### src/rtl/bitperm_pkg.sv
package bitperm_pkg;

  typedef enum logic {
    OP_SCATTER = 1'b0,
    OP_GATHER  = 1'b1
  } perm_op_e;

  typedef enum logic [1:0] {
    ST_IDLE = 2'd0,
    ST_WALK = 2'd1,
    ST_HOLD = 2'd2
  } perm_state_e;

endpackage

### src/rtl/bitperm_ctz.sv
// Trailing-zero count: index of the lowest set bit (0 when input is zero).
module bitperm_ctz #(
  parameter int W     = 32,
  localparam int POS_W = $clog2(W)
) (
  input  logic [W-1:0]     vec,
  output logic [POS_W-1:0] pos
);
  always_comb begin
    pos = '0;
    for (int i = W - 1; i >= 0; i--) begin
      if (vec[i]) pos = i[POS_W-1:0];
    end
  end
endmodule

### src/rtl/bitperm_step.sv
// One walk step: retire the lowest set mask bit and update the accumulator.
module bitperm_step
  import bitperm_pkg::*;
#(
  parameter int W     = 32,
  localparam int POS_W = $clog2(W)
) (
  input  perm_op_e         op,
  input  logic [W-1:0]     src,
  input  logic [W-1:0]     mask,
  input  logic [W-1:0]     acc,
  input  logic [POS_W-1:0] rank,
  output logic [W-1:0]     nxt_mask,
  output logic [W-1:0]     nxt_acc
);
  logic [POS_W-1:0] low_pos;
  logic [W-1:0]     low_bit;
  logic [W-1:0]     one_at_rank;

  bitperm_ctz #(.W(W)) u_ctz (.vec(mask), .pos(low_pos));

  always_comb begin
    low_bit     = mask & (~mask + {{(W-1){1'b0}}, 1'b1});
    one_at_rank = {{(W-1){1'b0}}, 1'b1} << rank;
    nxt_mask    = mask & (mask - {{(W-1){1'b0}}, 1'b1});
    if (op == OP_SCATTER) begin
      nxt_acc = src[rank] ? (acc | low_bit) : acc;
    end else begin
      nxt_acc = src[low_pos] ? (acc | one_at_rank) : acc;
    end
  end
endmodule

### src/rtl/bitperm_ctrl.sv
// Handshake sequencer: idle -> walk -> hold, with same-cycle hand-off.
module bitperm_ctrl
  import bitperm_pkg::*;
(
  input  logic clk,
  input  logic rst_n,
  input  logic in_valid,
  input  logic out_ready,
  input  logic mask_empty,
  output logic in_ready,
  output logic out_valid,
  output logic take,
  output logic walk
);
  perm_state_e st_q, st_d;

  always_comb begin
    out_valid = (st_q == ST_HOLD);
    in_ready  = (st_q == ST_IDLE) || (out_valid && out_ready);
    take      = in_valid && in_ready;
    walk      = (st_q == ST_WALK) && !mask_empty;
    st_d      = st_q;
    unique case (st_q)
      ST_IDLE: if (take) st_d = ST_WALK;
      ST_WALK: if (mask_empty) st_d = ST_HOLD;
      ST_HOLD: begin
        if (take)           st_d = ST_WALK;
        else if (out_ready) st_d = ST_IDLE;
      end
      default: st_d = ST_IDLE;
    endcase
  end

  always_ff @(posedge clk or negedge rst_n) begin
    if (!rst_n) st_q <= ST_IDLE;
    else        st_q <= st_d;
  end
endmodule

### src/rtl/bitperm_unit.sv
module bitperm_unit
  import bitperm_pkg::*;
#(
  parameter int W     = 32,
  localparam int POS_W = $clog2(W)
) (
  input  logic         clk,
  input  logic         rst_n,
  input  logic         in_valid,
  output logic         in_ready,
  input  logic         in_op,
  input  logic [W-1:0] in_src,
  input  logic [W-1:0] in_mask,
  output logic         out_valid,
  input  logic         out_ready,
  output logic [W-1:0] out_data
);
  perm_op_e         op_q;
  logic [W-1:0]     src_q, mask_q, acc_q;
  logic [POS_W-1:0] rank_q;
  logic [W-1:0]     nxt_mask, nxt_acc;
  logic             take, walk;

  bitperm_ctrl u_ctrl (
    .clk(clk), .rst_n(rst_n), .in_valid(in_valid), .out_ready(out_ready),
    .mask_empty(mask_q == '0), .in_ready(in_ready), .out_valid(out_valid),
    .take(take), .walk(walk)
  );

  bitperm_step #(.W(W)) u_step (
    .op(op_q), .src(src_q), .mask(mask_q), .acc(acc_q), .rank(rank_q),
    .nxt_mask(nxt_mask), .nxt_acc(nxt_acc)
  );

  always_ff @(posedge clk or negedge rst_n) begin
    if (!rst_n) begin
      op_q   <= OP_SCATTER;
      src_q  <= '0;
      mask_q <= '0;
      acc_q  <= '0;
      rank_q <= '0;
    end else if (take) begin
      op_q   <= perm_op_e'(in_op);
      src_q  <= in_src;
      mask_q <= in_mask;
      acc_q  <= '0;
      rank_q <= '0;
    end else if (walk) begin
      mask_q <= nxt_mask;
      acc_q  <= nxt_acc;
      rank_q <= rank_q + 1'b1;
    end
  end

  assign out_data = acc_q;
endmodule

### config.mk
export PLATFORM = sky130hd
export DESIGN_NAME = bitperm_unit
export DESIGN_NICKNAME = d
export VERILOG_FILES = /design/src/rtl/bitperm_pkg.sv /design/src/rtl/bitperm_ctz.sv /design/src/rtl/bitperm_step.sv /design/src/rtl/bitperm_ctrl.sv /design/src/rtl/bitperm_unit.sv
export SDC_FILE = /design/constraint.sdc
export NUM_CORES = 1
export LEC_CHECK = 0
export BUFFER_PORTS_ARGS = -buffer_cell sky130_fd_sc_hd__buf_2
export CORE_MARGIN = 3
export CORE_UTILIZATION = 50
export CTS_CLUSTER_DIAMETER = 150
export DETAILED_ROUTE_END_ITERATION = 8
export GPL_TIMING_DRIVEN = 0
export HOLD_SLACK_MARGIN = 0.03
export MAX_ROUTING_LAYER = met4
export PLACE_DENSITY = 0.7
export SYNTH_ARGS = -nofsm -noshare
export SYNTH_HDL_FRONTEND = slang
export SYNTH_HIERARCHICAL = 1
export SYNTH_SLANG_ARGS = --single-unit
### constraint.sdc
create_clock -name clk -period 4 [get_ports clk]
set_input_delay 0.2 -clock clk [delete_from_list [all_inputs] [get_ports clk]]
set_output_delay 0.2 -clock clk [all_outputs]
set_load 0.01 [all_outputs]
# Word-level counts from Yosys, hierarchy flattened

Index checks and enable logic that the tools add are counted.

Input bits: 69
Word-level logic and storage cells: 84
Flip-flop bits (word level): 104

Bitwise operators: 5
Add/subtract/negate cells: 3
Equality and inequality tests: 6
Magnitude comparators: 2
Mux-type cells: 50
Reductions and logical operators: 11
Shifts and indexed selects: 1

Operators by type and width:

| operator                | count |
|---|---|
| $mux W32                | 7 |
| $mux W5                 | 34 |
| $and A32 B32 Y32        | 2 |
| $or A32 B32 Y32         | 2 |
| $add A32 B1 Y32 const B | 1 |
| $logic_not A32 Y1       | 1 |
| $not A32 Y32            | 1 |
| $shl A1 B5 Y32 const A  | 1 |
| $sub A32 B1 Y32 const B | 1 |
| $lt A5 B6 Y1 const B    | 2 |
| $bmux W1 S5             | 2 |
| $mux W2                 | 4 |
| $ne A3 B1 Y1 const B    | 2 |
| $pmux W2 S3             | 1 |
| $reduce_and A3 Y1       | 2 |
| $add A5 B1 Y5 const B   | 1 |
| $logic_and A1 B1 Y1     | 3 |
| $reduce_bool A3 Y1      | 1 |
| $eq A2 B1 Y1 const B    | 1 |
| $eq A2 B2 Y1 const B    | 1 |
| $logic_not A2 Y1        | 1 |
| $mux W1                 | 2 |
| $ne A2 B1 Y1 const B    | 1 |
| $ne A2 B2 Y1 const B    | 1 |
| other kinds (3)         | 3 |

# Logic depth before layout (Yosys ltp)

Gate-level depths: netlist (run 1).

Depth in word-level cells: 38
Mapped depth: 16
Gate-level depth less buffers: 13

# Modules after synthesis

Netlist (run 1), hierarchy kept.

By module, submodules not included:

| module       | cells an instance | area each (um^2) | instances | sequential area each (um^2) |
|---|---|---|---|---|
| bitperm_unit | 343               | 4292.9           | 1         | 2552.4 |
| bitperm_step | 244               | 1749.2           | 1         | 0.0 |
| bitperm_ctz  | 63                | 365.4            | 1         | 0.0 |
| bitperm_ctrl | 14                | 128.9            | 1         | 50.0 |

# Worst setup path before layout (run 1)

No wires, ideal clock.

Path type: reg2reg
Start: register mask_q[0]
End: register acc_q[28], in the netlist out_data[28]
Stages on the path, launching flop included: 17
Setup time: 0.121 ns
Setup slack: 0.752 ns
Arrival time: 3.127 ns
Path buffers: 3
Path through: dfrtp_1 > nor2_1 > o31ai_1 > or4_1 > nor3_1 > a21o_1 > buf_2 > buf_2 > mux2i_1 > a22oi_1 > nand3_1 > nand4_1 > and3_1 > clkbuf_1 > a221o_1 > mux2i_1 > nor2_1

Elaborated cells on any way between the ends: 17
Those cells by class: add/sub: 1; eq/ne: 1; mux: 7; bitwise: 3; reduce/logical: 5

RTL lines:

| element                       | RTL line           | RTL |
|---|---|---|
| from (decl)                   | bitperm_unit.sv:19 | `logic [W-1:0] src_q, mask_q, acc_q;` |
| from (signal assigned)        | bitperm_unit.sv:45 | `mask_q <= in_mask;` |
| from (signal assigned)        | bitperm_unit.sv:49 | `mask_q <= nxt_mask;` |
| $mux W5                       | bitperm_ctz.sv:12  | `if (vec[i]) pos = i[POS_W-1:0];` |
| named net u_step.low_pos[1]   | bitperm_step.sv:16 | `logic [POS_W-1:0] low_pos;` |
| $bmux W1 S5                   | bitperm_step.sv:29 | `nxt_acc = src[low_pos] ? (acc \| one_at_rank) : acc;` |
| $mux W1 (implied by the code) | bitperm_step.sv:29 |  |
| $ne A3 B1 Y1 (no line)        | --                 |  |
| $reduce_and A3 Y1 (no line)   | --                 |  |
| to (signal assigned)          | bitperm_unit.sv:50 | `acc_q <= nxt_acc;` |
| to (decl)                     | bitperm_unit.sv:19 |  |

The timed path passes the listed nets, and every way through them passes these cells. The select of a mux whose other input is x is not followed.
A chain may end at the register's enable or synchronous reset.

# Final worst setup path (run 1)

Start: register mask_q[5]
End: register acc_q[20], in the netlist out_data[20]

Longest elaborated chain between the ends: 10
Elaborated cells on any way between the ends: 22
Those cells by class: add/sub: 1; eq/ne: 1; mux: 12; bitwise: 3; reduce/logical: 5

Ends and longest elaborated chain:

| element                       | RTL line |
|---|---|
| $mux W5 (6 in a row)          | bitperm_ctz.sv:12 |
| named net u_step.low_pos[1]   | bitperm_step.sv:16 |
| $bmux W1 S5                   | bitperm_step.sv:29 |
| $mux W1 (implied by the code) | bitperm_step.sv:29 |
| $ne A3 B1 Y1 (no line)        | -- |
| $reduce_and A3 Y1 (no line)   | -- |

The timed path passes the listed nets, and every way through them passes these cells. The select of a mux whose other input is x is not followed.

==> run summary, run 1 <==
M2 GR Usage: 0.446
Seq cells post-synth: 104
FMAX: 271 MHz
post-synthesis sequential area ratio: 0.398
post-synthesis cell area: 6540 um^2
routability cong.: 0.931
All-Layer GR Usage: 0.263
outcome: finished, final reports clean
Multi-input gate area: 3620 um^2
filler instances: 1172
Final Hold Fails: 0
CTS buffer count: 9
CP top delay family: simple AND/OR/NAND/NOR gates
Max IR drop VDD: 442 uV
WS Path Type: register to register
Pwr Density: 772 nW/um^2
WP buf/inv: 2
max-slew violation count: 0
CP max-delay cell: or4_1
Port-buffer cells: 102
Core Footprint: 12700 um^2
Reg clk slew, reported paths: 0.08 ns
antenna-violating nets left: 0
first-pass GRT wire length: 29300 um
Crit. End Element: register
Vias per Instance: 5.96
First-pass DRT Iterations: 5
CTS tree: done
latest clock arrival within the worst-skew pair: 0.36 ns
most frequent cells in the layout: 111 x buf_2, 101 x dfrtp_1, 89 x mux2i_1, 71 x nor2_1, 51 x nand2_1
shortest period the worst path allows: 3.69 ns
Max-Cap Viols: 0
Cell Count, Final, Fillers Out: 953
dpl ws: 0.0577 ns
Storage cell area: 2610 um^2
total number of yosys warnings: 6
Initial Util: 0.514
die width: 120 um
CTS HTree Levels: 3
Setup Total Neg Slack: 0 ns
routed vias: 5676
NumNets Final: 846
Max clock buf depth: 2
overall power: 5.87 mW
Setup crit start kind: register
crit-path cells: nor2_1 > o31ai_1 > or4_1 > nor3_1 > a21o_1 > clkbuf_4 > buf_6 > mux2i_1 > a21oi_1 > nand3_1 > nand4_1 > and3b_1 > a211o_1 > mux2i_1 > nor2_1
met1 usage: 0.330
RSZ-0062 raised after global routing: no
Final Cell Area: 7610 um^2
Post-DP Area: 7290 um^2
# rows: 41
Tightest Hold Check Type: input port to register
GR Overflow Total: 0
number of flops mapped to enable cells by yosys: 0
Die Ht: 120 um
root buffer cell: clkbuf_16
DIE AREA: 14500 um^2
First DRT Iteration DRCs: 410
Core Util, Final: 0.598
largest net degree at the start of global routing: 73
antenna diode count: 0
Hold WS: 0.0498 ns
P_leak: 4.10 nW
Synth-to-Final Area Change: 16.4%
post-CTS setup buffers: 0
CP Data Arrival Time: 3.94 ns
Synth Flop Type: dfrtp_1
max incr delay on CP: 0.49 ns
Mapped Cells: 664
Req. time, crit path: 4.25 ns
Top Usage Layer GRT: met2
Remaining DRCs: 0
synth unique cells: 67
clock sinks: 104
clock skew: 0.00978 ns
grt met3 use: 0.0463
Synth Area per Inst: 9.84 um^2
initial antenna violation count: 0
fin crit share: 0.922
Max-Slew Margin vs Limit: 0.444
Detailed Route WL: 18200 um
wire per inst: 19.1 um
worst setup margin: 0.311 ns
Mapped Nets: 734
worst-margin pin slew: 0.829 ns
CP Max Fanout: 10
share of cells above drive strength 1: 0.251
FFs w/ async S/R, synth: 1.00
# IOs: 103
commonest non-fill, non-tap cell in the layout: buf_2
Placed Cells: 939
dpl hpwl: 13400 um
setup violators final: 0
vias in the first global route: 5674
metal layers:
layer	wire, um	vias up
met3	954	32
met4	342	0
met2	9130	191
met5	0	-
met1	7770	2783
li1	-	2670
repair_timing:
| action | in CTS | in global routing |
|---|---|---|
| setup endpoints to repair | 0 | 31 |
| gates resized for setup | 0 | 8 |
| hold endpoints to repair | 32 | 0 |
| hold buffers | 1 | 0 |
flip-flops by register name, summed over array words and instances (netlist names):
register and flops:
rank_q 5, src_q 32, u_ctrl/st_q 2, mask_q 32, out_data 32, op_q 1
tightest hold or removal path: cells and delay by family:
family / cells / cell delay [ns]
AO/OA/AOI/OAI: 1 / 0.06
buffers and inverters: 1 / 0.07
AND/OR/NAND/NOR: 1 / 0.04
power by group:
part,switching (mW),internal (mW)
Clock,0.422,0.494
Combinational,1.57,1.34
Sequential,0.588,1.46
cell type report:
cell class,instances,share of cell area
Buffer,36,0.0353
Clock buffer,10,0.0301
Clock inverter,6,0.00953
Inverter,12,0.00592
Multi-Input combinational cell,509,0.476
Sequential cell,104,0.342
Tap cell,172,0.0283
Timing Repair Buffer,104,0.0723
kinds of logic (layout without fill, tap and decap cells):
kind of cell	count (synthesis)	after routing	share of synthesized area
muxes	127	127	0.210
adders and majority gates	1	1	0.00191
other	1	1	0.000574
buffers and inverters	51	168	0.0484
DFF	104	104	0.398
xor gates and xnor gates	4	4	0.00536
and+or+nand+nor	256	256	0.203
AOI/OAI and AO/OA	120	120	0.132
cell usage after synthesis, drive strengths merged, types with 2 or more instances:
cell	instances	area, um^2
dfrtp	104	2600
mux2i	89	891
nor2	71	267
nand2	51	191
o21ai	36	184
mux2	34	383
buf	30	238
a211o	25	219
and3	21	131
nor3	19	95.1
nor4	18	113
nor2b	17	109
inv	12	45.0
a21oi	11	58.8
and2	11	68.8
clkbuf	9	33.8
nand3	9	45.0
nand4	7	43.8
a21o	6	45.0
o21a	6	45.0
a21boi	5	41.3
a22oi	5	37.5
nand2b	5	38.8
a41o	4	40.0
and4	4	35.0
mux4	4	101
nor3b	4	40.0
o31ai	4	30.0
or3	4	25.0
or4	4	33.8
a211oi	3	22.5
and3b	3	26.3
and4b	3	30.0
xor2	3	26.3
a2111oi	2	17.5
a221o	2	20.0
nand3b	2	15.0
o31a	2	17.5
worst paths after layout:
path,start,to,slack (ns),depth (start not counted)
setup / recovery,mask_q[5],out_data[20],0.31,15
hold / removal,in_mask[29],mask_q[29],0.05,3
setup reg to reg,mask_q[5],out_data[20],0.31,15
hold reg to reg,u_ctrl/st_q[1],u_ctrl/st_q[1],0.53,1
max in group asynchronous,rst_n,src_q[18],2.94,3
min in group asynchronous,rst_n,u_ctrl/st_q[1],0.33,2
No activity file was read; power rests on OpenSTA's default activity.
==> inputs of run 2 (changes only) <==
SETUP_SLACK_MARGIN = 0.5   (was not set)
==> run summary, run 2 (synthesis gave the netlist of run 1 again) <==
root buffer cell: clkbuf_16
most frequent cells in the layout: 111 x buf_2, 90 x dfrtp_1, 86 x mux2i_1, 68 x nor2_1, 51 x nand2_1
setup violators final: 0 (unchanged)
clock skew: 0.00894 ns (-0.000841 ns)
worst setup margin: 0.596 ns (+0.286 ns)
FMAX: 294 MHz (+8.4%)
NumNets Final: 865 (+2.2%)
Synth-to-Final Area Change: 21.4%
die width: 120 um (unchanged)
Pwr Density: 813 nW/um^2 (+5.4%)
WP buf/inv: 3 (+1)
crit path capture: out_data[31]
clock network power share: 0.142 (-0.014)
Final Hold Fails: 0 (unchanged)
shortest period the worst path allows: 3.40 ns (-0.286 ns)
Seq pwr share: 0.320 (-0.029)
CP Data Arrival Time: 3.65 ns (-0.29 ns)
clock sinks: 104 (unchanged)
wire per inst: 19.3 um (+1.1%)
Net Switching: 2.76 mW (+7.0%)
Core Footprint: 12700 um^2 (unchanged)
commonest non-fill, non-tap cell in the layout: buf_2
Reg clk slew, reported paths: 0.08 ns (about the same)
dpl ws: 0.0577 ns (unchanged)
Die Ht: 120 um (unchanged)
first-pass GRT wire length: 29500 um (+0.92%)
Req. time, crit path: 4.25 ns (about the same)
Crit. End Element: register
max incr delay on CP: 0.58 ns (+0.09 ns)
reg2reg setup slack: 0.60 ns (+0.29 ns)
# IOs: 103 (unchanged)
CTS buffer count: 9 (unchanged)
Detailed Route WL: 18800 um (+3.2%)
dpl hpwl: 13400 um (unchanged)
Int Pwr: 3.70 mW (+12%)
routed vias: 5843 (+2.9%)
CP top delay family: simple AND/OR/NAND/NOR gates
largest net degree at the start of global routing: 73 (unchanged)
Hold WS: 0.0482 ns (-0.00159 ns)
max-slew violation count: 0 (unchanged)
Initial Util: 0.514 (unchanged)
CTS HTree Levels: 3 (unchanged)
All-Layer GR Usage: 0.266 (+0.00247)
GR Overflow Total: 0 (unchanged)
Remaining DRCs: 0 (unchanged)
Port-buffer cells: 102 (unchanged)
R2R depth: 15 (unchanged)
vias in the first global route: 5720 (+0.81%)
antenna-violating nets left: 0 (unchanged)
combinational group share of total power: 0.538 (+0.043)
reg2reg start: mask_q[19]
Tightest Hold Check Type: input port to register
Sw Ratio: 0.427 (-0.0115)
Max-Slew Margin vs Limit: 0.496 (+0.0525)
DIE AREA: 14500 um^2 (unchanged)
Cell Count, Final, Fillers Out: 972 (+2.0%)
crit-path cells: or4_4 > o21ai_1 > nand2_1 > a21boi_2 > nor2b_2 > a21oi_1 > nand3_1 > nand4_1 > buf_4 > buf_6 > buf_6 > a41oi_2 > o41ai_2 > mux2i_1 > nor2_1
Max clock buf depth: 2 (unchanged)
# rows: 41 (unchanged)
fin crit share: 0.851 (-0.0714)
CP Depth: 15 (unchanged)
CP startpoint: mask_q[19]
latest clock arrival within the worst-skew pair: 0.36 ns (about the same)
RSZ-0062 raised after global routing: yes
share of cells above drive strength 1: 0.304 (+0.0528)
routability cong.: 0.931 (unchanged)
Vias per Instance: 6.01 (+0.93%)
worst-margin pin slew: 0.754 ns (-0.0747 ns)
First DRT Iteration DRCs: 487 (+19%)
First-pass DRT Iterations: 6 (+1)
WS Path Type: register to register
RR Endpoint: out_data[31]
CP max-delay cell: or4_4
CP most frequent cell: buf_6
Max IR drop VDD: 528 uV (+19%)
initial antenna violation count: 0 (unchanged)
Max-Cap Viols: 0 (unchanged)
P_leak: 4.22 nW (+2.9%)
Setup crit start kind: register
Placed Cells: 939 (unchanged)
CP Max Fanout: 11 (+1)
Setup Total Neg Slack: 0 ns (unchanged)
antenna diode count: 0 (unchanged)
outcome: finished, final reports clean
CTS tree: done
==> run 2: worst min-delay path by stage <==
stage                           start             end  slack, ns  depth (start not counted)
after floorplan                 rst_n       mask_q[0]       -0.1                          0
after global placement     in_mask[1]       mask_q[1]       0.41                          3
after detailed placement        rst_n  u_ctrl/st_q[1]       0.19                          1
after CTS                  in_mask[5]       mask_q[5]       0.04                          3
after global routing      in_mask[12]      mask_q[12]       0.04                          3
final                     in_mask[29]      mask_q[29]       0.05                          3
==> run 2: area by class of cell <==
cell class / count / area, um^2
Fill cell: 1144 / 4790
Multi-Input combinational cell: 509 / 3730
Sequential cell: 104 / 2620
Timing Repair Buffer: 120 / 708
Buffer: 39 / 315
Clock buffer: 10 / 229
Tap cell: 172 / 215
Clock inverter: 6 / 72.6
Inverter: 12 / 45.0
==> run 2: what timing repair did <==
item | in CTS | in global routing
hold endpoints to repair | 32 | 0
resized for setup | 17 | 44
cloned | 0 | 1
hold buffers | 1 | 0
setup buffers | 9 | 6
pin swaps | 2 | 14
setup endpoints to repair | 32 | 32
==> run 2: routing by layer <==
metal / track usage / part of all wire
met1: 0.333 / 0.41
met2: 0.451 / 0.51
met3: 0.0458 / 0.061
met4: 0.0680 / 0.020
met5: - / 0
==> run 2: power by group through the flow <==
stage	registers (mW)	clock network [mW]	logic (mW)
floorplan	1.92	0	2.08
global placement	2.02	0	2.79
detailed placement	2.05	0	2.85
CTS	2.04	0.931	3.11
global route	2.13	0.980	3.74
finish	2.07	0.918	3.47
==> run 2: worst min-delay path: cells and delay by family <==
kind                   cells  cell delay [ns]
and+or+nand+nor            1             0.04
AOI/OAI and AO/OA          1             0.06
buffers and inverters      1             0.07
==> run 2: metrics by stage <==
step                 util  power [mW]  area [um^2]
floorplan               -        3.99         6540
global placement    0.571        4.82         7260
detailed placement  0.573        4.90         7290
CTS                 0.607        6.08         7730
global route        0.624        6.86         7940
finish              0.624        6.45         7940
